[config.mk]
export PLATFORM = sky130hd
export DESIGN_NAME = osc_fault_ctrl
export DESIGN_NICKNAME = d
export VERILOG_FILES = /design/src/rtl/ofd_pkg.sv /design/src/rtl/ofd_sync.sv /design/src/rtl/ofd_sticky_flag.sv /design/src/rtl/ofd_summary.sv /design/src/rtl/osc_fault_ctrl.sv
export SDC_FILE = /design/constraint.sdc
export NUM_CORES = 1
export LEC_CHECK = 0
export BUFFER_PORTS_ARGS = -buffer_cell sky130_fd_sc_hd__clkbuf_2
export CORE_AREA = 10 10 47 49
export CTS_CLUSTER_DIAMETER = 100
export DETAILED_ROUTE_END_ITERATION = 10
export DIE_AREA = 0 0 57 59
export PLACE_DENSITY = 0.56
export SYNTH_ARGS = -nofsm -noshare
export SYNTH_HDL_FRONTEND = slang
export SYNTH_SLANG_ARGS = --single-unit
[constraint.sdc]
create_clock -name clk -period 1 [get_ports clk]
set_input_delay 0.2 -clock clk [delete_from_list [all_inputs] [get_ports clk]]
set_output_delay 0.2 -clock clk [all_outputs]
set_load 0.005 [all_outputs]
[src/rtl/ofd_pkg.sv]
package ofd_pkg;

  localparam int OSC_COUNT = 2;
  localparam int OSC1_IDX  = 0;
  localparam int OSC2_IDX  = 1;

  // Condition of the dual-mode oscillator: only the selected mode counts.
  function automatic logic ofd_mode_fault(input logic lf_fault,
                                          input logic hf_fault,
                                          input logic hf_sel);
    return hf_sel ? hf_fault : lf_fault;
  endfunction

  // Next state of a sticky flag: a present condition dominates a clear.
  function automatic logic ofd_sticky_next(input logic cur,
                                           input logic cond,
                                           input logic clr);
    return cond | (cur & ~clr);
  endfunction

endpackage

[src/rtl/ofd_sync.sv]
module ofd_sync #(
  parameter int WIDTH  = 3,
  parameter int STAGES = 2
) (
  input  logic             clk,
  input  logic             rst_n,
  input  logic [WIDTH-1:0] async_i,
  output logic [WIDTH-1:0] sync_o
);

  logic [WIDTH-1:0] stage_q [STAGES];

  always_ff @(posedge clk or negedge rst_n) begin
    if (!rst_n) begin
      for (int s = 0; s < STAGES; s++) stage_q[s] <= '0;
    end else begin
      stage_q[0] <= async_i;
      for (int s = 1; s < STAGES; s++) stage_q[s] <= stage_q[s-1];
    end
  end

  assign sync_o = stage_q[STAGES-1];

endmodule

[src/rtl/ofd_sticky_flag.sv]
module ofd_sticky_flag
  import ofd_pkg::*;
(
  input  logic clk,
  input  logic rst_n,
  input  logic cond_i,
  input  logic clr_i,
  output logic flag_o
);

  logic flag_q;
  logic flag_d;

  assign flag_d = ofd_sticky_next(flag_q, cond_i, clr_i);

  always_ff @(posedge clk or negedge rst_n) begin
    if (!rst_n) flag_q <= 1'b0;
    else        flag_q <= flag_d;
  end

  assign flag_o = flag_q;

  assert_set_wins_R5: assert property (@(posedge clk) disable iff (!rst_n)
    cond_i |=> flag_q);

  assert_clear_takes_R6: assert property (@(posedge clk) disable iff (!rst_n)
    (flag_q && clr_i && !cond_i) |=> !flag_q);

  assert_flag_sticky_R4: assert property (@(posedge clk) disable iff (!rst_n)
    (flag_q && !clr_i) |=> flag_q);

endmodule

[src/rtl/ofd_summary.sv]
module ofd_summary
  import ofd_pkg::*;
#(
  parameter int N = OSC_COUNT
) (
  input  logic         clk,
  input  logic         rst_n,
  input  logic [N-1:0] flags_i,
  input  logic [N-1:0] conds_i,
  input  logic         clr_i,
  input  logic         ie_wr_i,
  input  logic         ie_wdata_i,
  output logic         summary_o,
  output logic         ie_o,
  output logic         nmi_o,
  output logic         fallback_o
);

  logic summary_q;
  logic ie_q;
  logic fallback_q;
  logic fault_left;
  logic any_cond;
  logic clear_accept;

  assign any_cond     = |conds_i;
  assign fault_left   = (|flags_i) | any_cond;
  assign clear_accept = clr_i & ~fault_left;

  always_ff @(posedge clk or negedge rst_n) begin
    if (!rst_n) begin
      summary_q  <= 1'b0;
      fallback_q <= 1'b0;
      ie_q       <= 1'b0;
    end else begin
      summary_q  <= ofd_sticky_next(summary_q, fault_left, clr_i);
      fallback_q <= any_cond | (fallback_q & ~clear_accept);
      if (ie_wr_i) ie_q <= ie_wdata_i;
    end
  end

  assign summary_o  = summary_q;
  assign ie_o       = ie_q;
  assign fallback_o = fallback_q;
  assign nmi_o      = summary_q & ie_q;

  assert_summary_held_R8: assert property (@(posedge clk) disable iff (!rst_n)
    (|flags_i) |=> summary_q);

  assert_fallback_enter_R10: assert property (@(posedge clk) disable iff (!rst_n)
    any_cond |=> fallback_q);

  assert_fallback_exit_R10: assert property (@(posedge clk) disable iff (!rst_n)
    $fell(fallback_q) |-> ($past(clr_i) && !summary_q));

  assert_ie_hold_R9: assert property (@(posedge clk) disable iff (!rst_n)
    !ie_wr_i |=> $stable(ie_q));

endmodule

[src/rtl/osc_fault_ctrl.sv]
module osc_fault_ctrl
  import ofd_pkg::*;
#(
  parameter int SYNC_STAGES = 2
) (
  input  logic clk,
  input  logic rst_n,
  input  logic osc1_lf_fault_raw,
  input  logic osc1_hf_fault_raw,
  input  logic osc2_fault_raw,
  input  logic osc1_hf_sel,
  input  logic clr_osc1_flag,
  input  logic clr_osc2_flag,
  input  logic clr_summary,
  input  logic ie_wr,
  input  logic ie_wdata,
  output logic osc1_flag,
  output logic osc2_flag,
  output logic summary_flag,
  output logic irq_enable,
  output logic nmi_req,
  output logic fallback_active
);

  localparam int RAW_W = OSC_COUNT + 1;

  logic [RAW_W-1:0]     raw_vec;
  logic [RAW_W-1:0]     sync_vec;
  logic [OSC_COUNT-1:0] osc_cond;
  logic [OSC_COUNT-1:0] osc_clr;
  logic [OSC_COUNT-1:0] osc_flag;

  assign raw_vec = {osc2_fault_raw, osc1_hf_fault_raw, osc1_lf_fault_raw};

  ofd_sync #(.WIDTH(RAW_W), .STAGES(SYNC_STAGES)) u_sync (
    .clk     (clk),
    .rst_n   (rst_n),
    .async_i (raw_vec),
    .sync_o  (sync_vec)
  );

  assign osc_cond[OSC1_IDX] = ofd_mode_fault(sync_vec[0], sync_vec[1], osc1_hf_sel);
  assign osc_cond[OSC2_IDX] = sync_vec[2];
  assign osc_clr[OSC1_IDX]  = clr_osc1_flag;
  assign osc_clr[OSC2_IDX]  = clr_osc2_flag;

  for (genvar g = 0; g < OSC_COUNT; g++) begin : g_flag
    ofd_sticky_flag u_flag (
      .clk    (clk),
      .rst_n  (rst_n),
      .cond_i (osc_cond[g]),
      .clr_i  (osc_clr[g]),
      .flag_o (osc_flag[g])
    );
  end

  ofd_summary #(.N(OSC_COUNT)) u_summary (
    .clk        (clk),
    .rst_n      (rst_n),
    .flags_i    (osc_flag),
    .conds_i    (osc_cond),
    .clr_i      (clr_summary),
    .ie_wr_i    (ie_wr),
    .ie_wdata_i (ie_wdata),
    .summary_o  (summary_flag),
    .ie_o       (irq_enable),
    .nmi_o      (nmi_req),
    .fallback_o (fallback_active)
  );

  assign osc1_flag = osc_flag[OSC1_IDX];
  assign osc2_flag = osc_flag[OSC2_IDX];

  assert_nmi_source_R9: assert property (@(posedge clk) disable iff (!rst_n)
    nmi_req |-> (summary_flag && irq_enable));

  assert_nmi_masked_R9: assert property (@(posedge clk) disable iff (!rst_n)
    !irq_enable |-> !nmi_req);

  assert_summary_covers_R8: assert property (@(posedge clk) disable iff (!rst_n)
    (osc1_flag || osc2_flag) |-> summary_flag);

  assert_fallback_tracks_R10: assert property (@(posedge clk) disable iff (!rst_n)
    fallback_active |-> summary_flag);

  always_comb begin
    if (!rst_n) assert_reset_quiet_R1: assert (!nmi_req && !fallback_active);
  end

endmodule

==> impl_metrics.csv, run 1 <==
group,metric,value,unit
clocking,cts-root-buf,"clkbuf_4",
clocking,clock-sinks,11,
timing,fmax,916,MHz
worst_setup_path,cp.arrival,0.89,ns
worst_setup_path,required,0.80,ns
synthesis,yosysWarningCount,0,
floorplanning,die_w,57,µm
synthesis,synthTopCellsByCount,"11 x dfrtp_1, 5 x inv_1, 2 x o21ai_0",
floorplanning,die_h,59,µm
worst_setup_path,r2r_end,"u_summary.fallback_o$_DFF_PN0_",
clocking,cts.path.max_buffers,2,
worst_setup_path,worstPathMaxFanout,2,
finish,antennaDiodeCount,0,
timing,hold_viol_final,0,
synthesis,syn_area_per_cell,14.4,µm²
finish,synthToLayoutAreaGrowth,45.6,%
run_status,failed_checks,"negative setup slack",
timing,rsz0062_at_grt,"true",
synthesis,syn_inst,25,
finish,final_util,37.3,%
min_path,hold_path.class,"in2reg",
synthesis,syn-cell-area,359,µm²
grt,grt_pass1_wl,1240,µm
timing,post-route-period-util,109,%
flow_run,drv_cap,0,
worst_setup_path,critPathKind,"reg2out",
synthesis,dominantRegCellSynth,"dfrtp_1",
timing,slew_headroom,82.8,%
worst_setup_path,crit_end,"nmi_req",
synthesis,syn-num-nets,36,
grt,grtUsageTotal,4.85,%
run_status,outcome,"finished with violations",
worst_setup_path,crit_start,"u_summary.summary_o$_DFF_PN0_",
finish,stdcell_count,65,
worst_setup_path,critPathCaptureType,"output port",
drt,drcViolationCount,0,
pwr,p_per_area,1640,nW/µm²
drt,viasPerCell,4.02,
drt,drt-total-wl,719,µm
synthesis,synth_seq_cells,11,
worst_setup_path,crit_path_start_kind,"flip-flop",
synthesis,synth_area_leaders,"dfrtp_1 77%, inv_1 5.2%, mux2_2 3.1%, mux2i_1 2.8%, o21ai_0 2.8%",
floorplanning,die-area,3360,µm²
timing,final.setup.worst_slack,-0.0916,ns
floorplanning,io_pins,17,
grt,grt_max_degree,12,
floorplanning,start_util,25.6,%
finish,layout-drive-gt1-share,49.0,%
drt,drt_iter0_drc,0,
synthesis,ys_seq_area_share,76.7,%
worst_setup_path,r2r_setup_slack,0.11,ns
clocking,cts_buffers,3,
clocking,cts_tree,"yes",
synthesis,synth_edf_count,0,
clocking,cts.reportedPaths.clkPinSlew,0.07,ns
worst_setup_path,reg2reg_depth,3,
synthesis,synth-async-reset-ratio,100,%
clocking,clkLatencyLatePin,0.26,ns
pwr,p_leak,0.277,nW
synthesis,synth_area_leader_cell,"dfrtp_1",
grt,grt-ovfl-total,0,
timing,fin_crit,1.09,ns
pwr,ir_drop,0.000649,V
drt,dr_total_vias,261,
grt,antenna_found_initial,0,
drt,dr.pass1.iters,1,
timing,finalSetupViolations,2,
timing,finClkSkew,0.00149,ns
placement,io_buffers,16,
timing,report.final.slew_viol_count,0,
placement,place_congestion,0.608,
drt,drtAntennaViolNets,0,
grt,grt_pass1_vias,323,
floorplanning,row_count,14,
synthesis,yosys.cell_types.count,10,
timing,worstMarginPinSlew,0.250,ns
synthesis,synth_top_area_share,76.7,%
clocking,htree_levels,1,
synthesis,synth.most_common_cell,"dfrtp_1",
placement,place_inst,57,
finish,fin_nets,61,
worst_setup_path,worst_r2r_startpoint,"g_flag[1].u_flag.flag_o$_DFF_PN0_",
floorplanning,core,1400,µm²
drt,wire_per_inst,11.1,µm
report_power, final:
part	internal, mW	switching (mW)	total, mW
Clock	0.154	0.140	0.294
Combinational	0.0473	0.0376	0.0849
Sequential	0.468	0.00836	0.477
cell usage in the layout, fill, tap and decap left out, types with 2 or more instances in the layout:
cell / synthesis / layout
dfrtp_1: 11 / 11
clkbuf_2: 0 / 16
inv_1: 5 / 5
buf_4: 0 / 3
clkbuf_4: 0 / 3
o21ai_0: 2 / 2
routing by layer:
metal  vias up  global-route usage, %  routed length [µm]
li1        128                      -                   -
met1       120                   4.52                 276
met2        13                   7.29                 340
met3         0                   3.22                 102
met4         0                   4.03                   0
met5         -                      0                   0
worst min path at each step:
stage | start | end | depth (start not counted) | slack [ns]
final | osc1_hf_fault_raw | u_sync.stage_q[4]$_DFF_PN0_ | 1 | 0.04
after CTS | osc2_fault_raw | u_sync.stage_q[5]$_DFF_PN0_ | 1 | 0.02
after detailed placement | rst_n | u_sync.stage_q[5]$_DFF_PN0_ | 1 | 0.09
after global routing | osc1_lf_fault_raw | u_sync.stage_q[3]$_DFF_PN0_ | 1 | 0.03
after global placement | rst_n | u_sync.stage_q[3]$_DFF_PN0_ | 1 | 0.08
after floorplan | rst_n | g_flag[0].u_flag.flag_o$_DFF_PN0_ | 0 | -0.1
sequential cells by signal, summed over array words and instances (netlist names):
| name | cells |
|---|---|
| u_sync.sync_o | 3 |
| g_flag.u_flag.flag_o | 2 |
| u_sync.stage_q | 3 |
| u_summary.ie_o | 1 |
| u_summary.fallback_o | 1 |
| u_summary.summary_o | 1 |
metrics by stage:
stage	instance area (µm²)	worst slack (ns)	hold slack (ns)	power, mW	setup TNS [ns]
2_1_floorplan	359	0.197	-0.0956	0.509	0
3_5_place_dp	459	0.113	0.0903	0.559	0
3_3_place_gp	459	0.140	0.0833	0.558	0
6_report	523	-0.0916	0.0389	0.856	-0.164
4_1_cts	518	-0.101	0.0240	0.881	-0.184
5_1_grt	523	-0.135	0.0308	0.905	-0.260
layout make-up:
cell class | count | area (µm²)
fillers | 154 | 878
flip-flops and latches | 11 | 275
inverters | 5 | 18.8
multi-input cells | 9 | 70.1
clock buffers | 4 | 26.3
repair buffers | 20 | 113
well taps | 16 | 20.0
cells by family (layout without fill, tap and decap cells):
kind of cell           count (synthesis)  after routing  synth area share, %
AO/OA/AOI/OAI                          4              4                 7.32
buffers and inverters                  5             29                 5.23
flip-flops                            11             11                 76.7
multiplexers                           2              2                 5.92
AND/OR/NAND/NOR                        3              3                 4.88
what timing repair did:
action | CTS | global route
setup endpoints to repair | 3 | 4
resized for setup | 0 | 1
hold buffers | 1 | 0
buffers inserted | 3 | 0
pin swaps | 1 | 0
hold endpoints to repair | 11 | 0
critical path, cell delays in order (launching register included):
cell	delay (ns)
dfrtp_1	0.37
and2_1	0.15
clkbuf_2	0.10
No activity file was read; power rests on OpenSTA's default activity.
==> inputs of run 2 (changes only) <==
--- a/config.mk
+++ b/config.mk
@@ -6,10 +6,10 @@
 export NUM_CORES = 1
 export LEC_CHECK = 0
 export BUFFER_PORTS_ARGS = -buffer_cell sky130_fd_sc_hd__clkbuf_2
-export CORE_AREA = 10 10 47 49
+export CORE_AREA = 4 4 41 43
 export CTS_CLUSTER_DIAMETER = 100
 export DETAILED_ROUTE_END_ITERATION = 10
-export DIE_AREA = 0 0 57 59
+export DIE_AREA = 0 0 45 47
 export PLACE_DENSITY = 0.56
 export SYNTH_ARGS = -nofsm -noshare
 export SYNTH_HDL_FRONTEND = slang
==> run 2 against run 1 <==
Net effect:
- the flow still finishes with violations (negative setup slack)
- combinational power rose by 9.2%
- count of clock-buffer cells in the layout is 1 lower
- cell area grew 1.4%
- cell count unchanged
- die area decreased by 37%
- clock power about the same
- critical endpoint unchanged
==> impl_metrics.csv, run 2 (same netlist as run 1, synthesis figures left out) <==
group,metric,value,unit
run_status,outcome,"finished with violations",
run_status,failed_checks,"negative setup slack",
drt,wire_per_inst,11.1,µm
floorplanning,start_util,27.6,%
timing,fin_crit,1.10,ns
clocking,cts_buffers,3,
grt,grt-ovfl-total,0,
clocking,cts.path.max_buffers,2,
drt,drtAntennaViolNets,0,
finish,mostFrequentLayoutCells,"16 x clkbuf_2, 11 x dfrtp_1, 5 x inv_1, 4 x buf_4, 3 x clkbuf_4",
finish,fin_nets,62,
timing,slew_headroom,80.4,%
pwr,p_total,0.865,mW
placement,io_buffers,16,
clocking,cts.reportedPaths.clkPinSlew,0.07,ns
worst_setup_path,critPathCaptureType,"output port",
pwr,ir_drop,0.00108,V
worst_setup_path,critPathKind,"reg2out",
timing,worstMarginPinSlew,0.286,ns
clocking,cts_tree,"yes",
clocking,clkLatencyLatePin,0.26,ns
flow_run,drv_cap,0,
timing,whs,0.0383,ns
finish,num-fill-cells,151,
finish,antennaDiodeCount,0,
clocking,htree_levels,1,
floorplanning,die-area,2120,µm²
placement,dp_slack,0.102,ns
floorplanning,row_count,13,
drt,drt_iter0_drc,4,
timing,finalSetupViolations,3,
worst_setup_path,critPathSlowestCell,"dfrtp_1",
floorplanning,io_pins,17,
drt,drcViolationCount,0,
finish,layout_commonest_cell,"clkbuf_2",
grt,grt_pass1_vias,280,
worst_setup_path,required,0.80,ns
worst_setup_path,worstPathMaxFanout,2,
grt,antenna_found_initial,0,
timing,finClkSkew,0.00200,ns
floorplanning,core,1300,µm²
clocking,cts-root-buf,"clkbuf_4",
placement,dpl.hpwl,498,µm
pwr,p_per_area,1630,nW/µm²
timing,report.final.slew_viol_count,0,
grt,grtUsageTotal,7.98,%
drt,viasPerCell,4.20,
clocking,clock-sinks,11,
timing,hold_viol_final,0,
finish,synthToLayoutAreaGrowth,47.7,%
pwr,p_leak,0.285,nW
floorplanning,die_h,47,µm
worst_setup_path,cp.arrival,0.90,ns
drt,dr.pass1.iters,2,
drt,drt-total-wl,719,µm
finish,final_util,40.8,%
drt,dr_total_vias,273,
floorplanning,die_w,45,µm
worst_setup_path,cpPeakStageDelay,0.38,ns
timing,fmax,910,MHz
finish,layout-drive-gt1-share,52.0,%
timing,rsz0062_at_grt,"true",
worst_setup_path,crit_path_start_kind,"flip-flop",
grt,grt_pass1_wl,1150,µm
worst_setup_path,critical-path-top-delay-family,"flip-flops",
worst_setup_path,crit_chain,"and2_1, clkbuf_2",
timing,post-route-period-util,110,%
min_path,hold_path.class,"in2reg",
grt,grt_max_degree,12,
placement,place_congestion,0.650,
worst_setup_path,worstPathBufferInverterCount,1,
timing,final.setup.worst_slack,-0.0991,ns
[run 2: cell count changes in the layout (fill, tap and decap cells not counted)]
cell / previous run / this run
buf_4: 3 / 4
clkinv_2: 0 / 1
clkbuf_1: 1 / 0
[run 2: report_power, final]
group / total [mW] / internal, mW / switching [mW]
logic: 0.0927 / 0.0520 / 0.0407
registers: 0.478 / 0.468 / 0.0101
clock network: 0.293 / 0.148 / 0.146
total: 0.865 / 0.668 / 0.197
[run 2: layout make-up]
class	instances	area (µm²)	area share [%]
Sequential cell	11	275	51.9
Clock buffer	3	22.5	4.25
Tap cell	15	18.8	3.54
Inverter	5	18.8	3.54
Clock inverter	1	5.00	0.943
Timing Repair Buffer	21	120	22.6
Multi-Input combinational cell	9	70.1	13.2
[run 2: timing repair]
| action | 4_1_cts | 5_1_grt |
|---|---|---|
| buffers inserted | 4 | 0 |
| endpoints found under the hold margin | 11 | 0 |
| setup endpoints to repair | 3 | 6 |
| hold buffers | 1 | 0 |
| gates resized for setup | 0 | 1 |
| pin swaps | 1 | 0 |
[run 2: worst reg2reg max path: stages, from the launching register on]
cell,delay [ns]
dfrtp_1,0.39
buf_4,0.15
nor3b_2,0.16
o211ai_1,0.10
[run 2: routing by layer]
metal	vias up	global-route usage, %	part of all wire, %
li1	131	-	-
met1	130	8.43	38
met2	12	13.0	53
met3	0	5.75	9.3
met4	0	1.75	0
met5	-	0	0
[run 2: path summary, 6_finish.rpt]
check,startpoint,end,slack (ns),depth (start not counted)
setup / recovery,u_summary.summary_o$_DFF_PN0_,nmi_req,-0.1,2
hold / removal,osc2_fault_raw,u_sync.stage_q[5]$_DFF_PN0_,0.04,1
setup reg to reg,g_flag[0].u_flag.flag_o$_DFF_PN0_,u_summary.fallback_o$_DFF_PN0_,0.07,3
hold reg to reg,u_sync.stage_q[3]$_DFF_PN0_,u_sync.sync_o[0]$_DFF_PN0_,0.35,0
max in group asynchronous,rst_n,u_summary.ie_o$_DFFE_PN0P_,0.44,2
min in group asynchronous,rst_n,u_sync.stage_q[5]$_DFF_PN0_,0.34,2
[run 2: through the flow]
step | TNS [ns] | instances | area [µm²]
detailed placement | 0 | 56 | 458
finish | -0.250 | 65 | 531
global placement | 0 | 56 | 458
global route | -0.463 | 65 | 531
floorplan | 0 | 25 | 359
CTS | -0.250 | 65 | 526
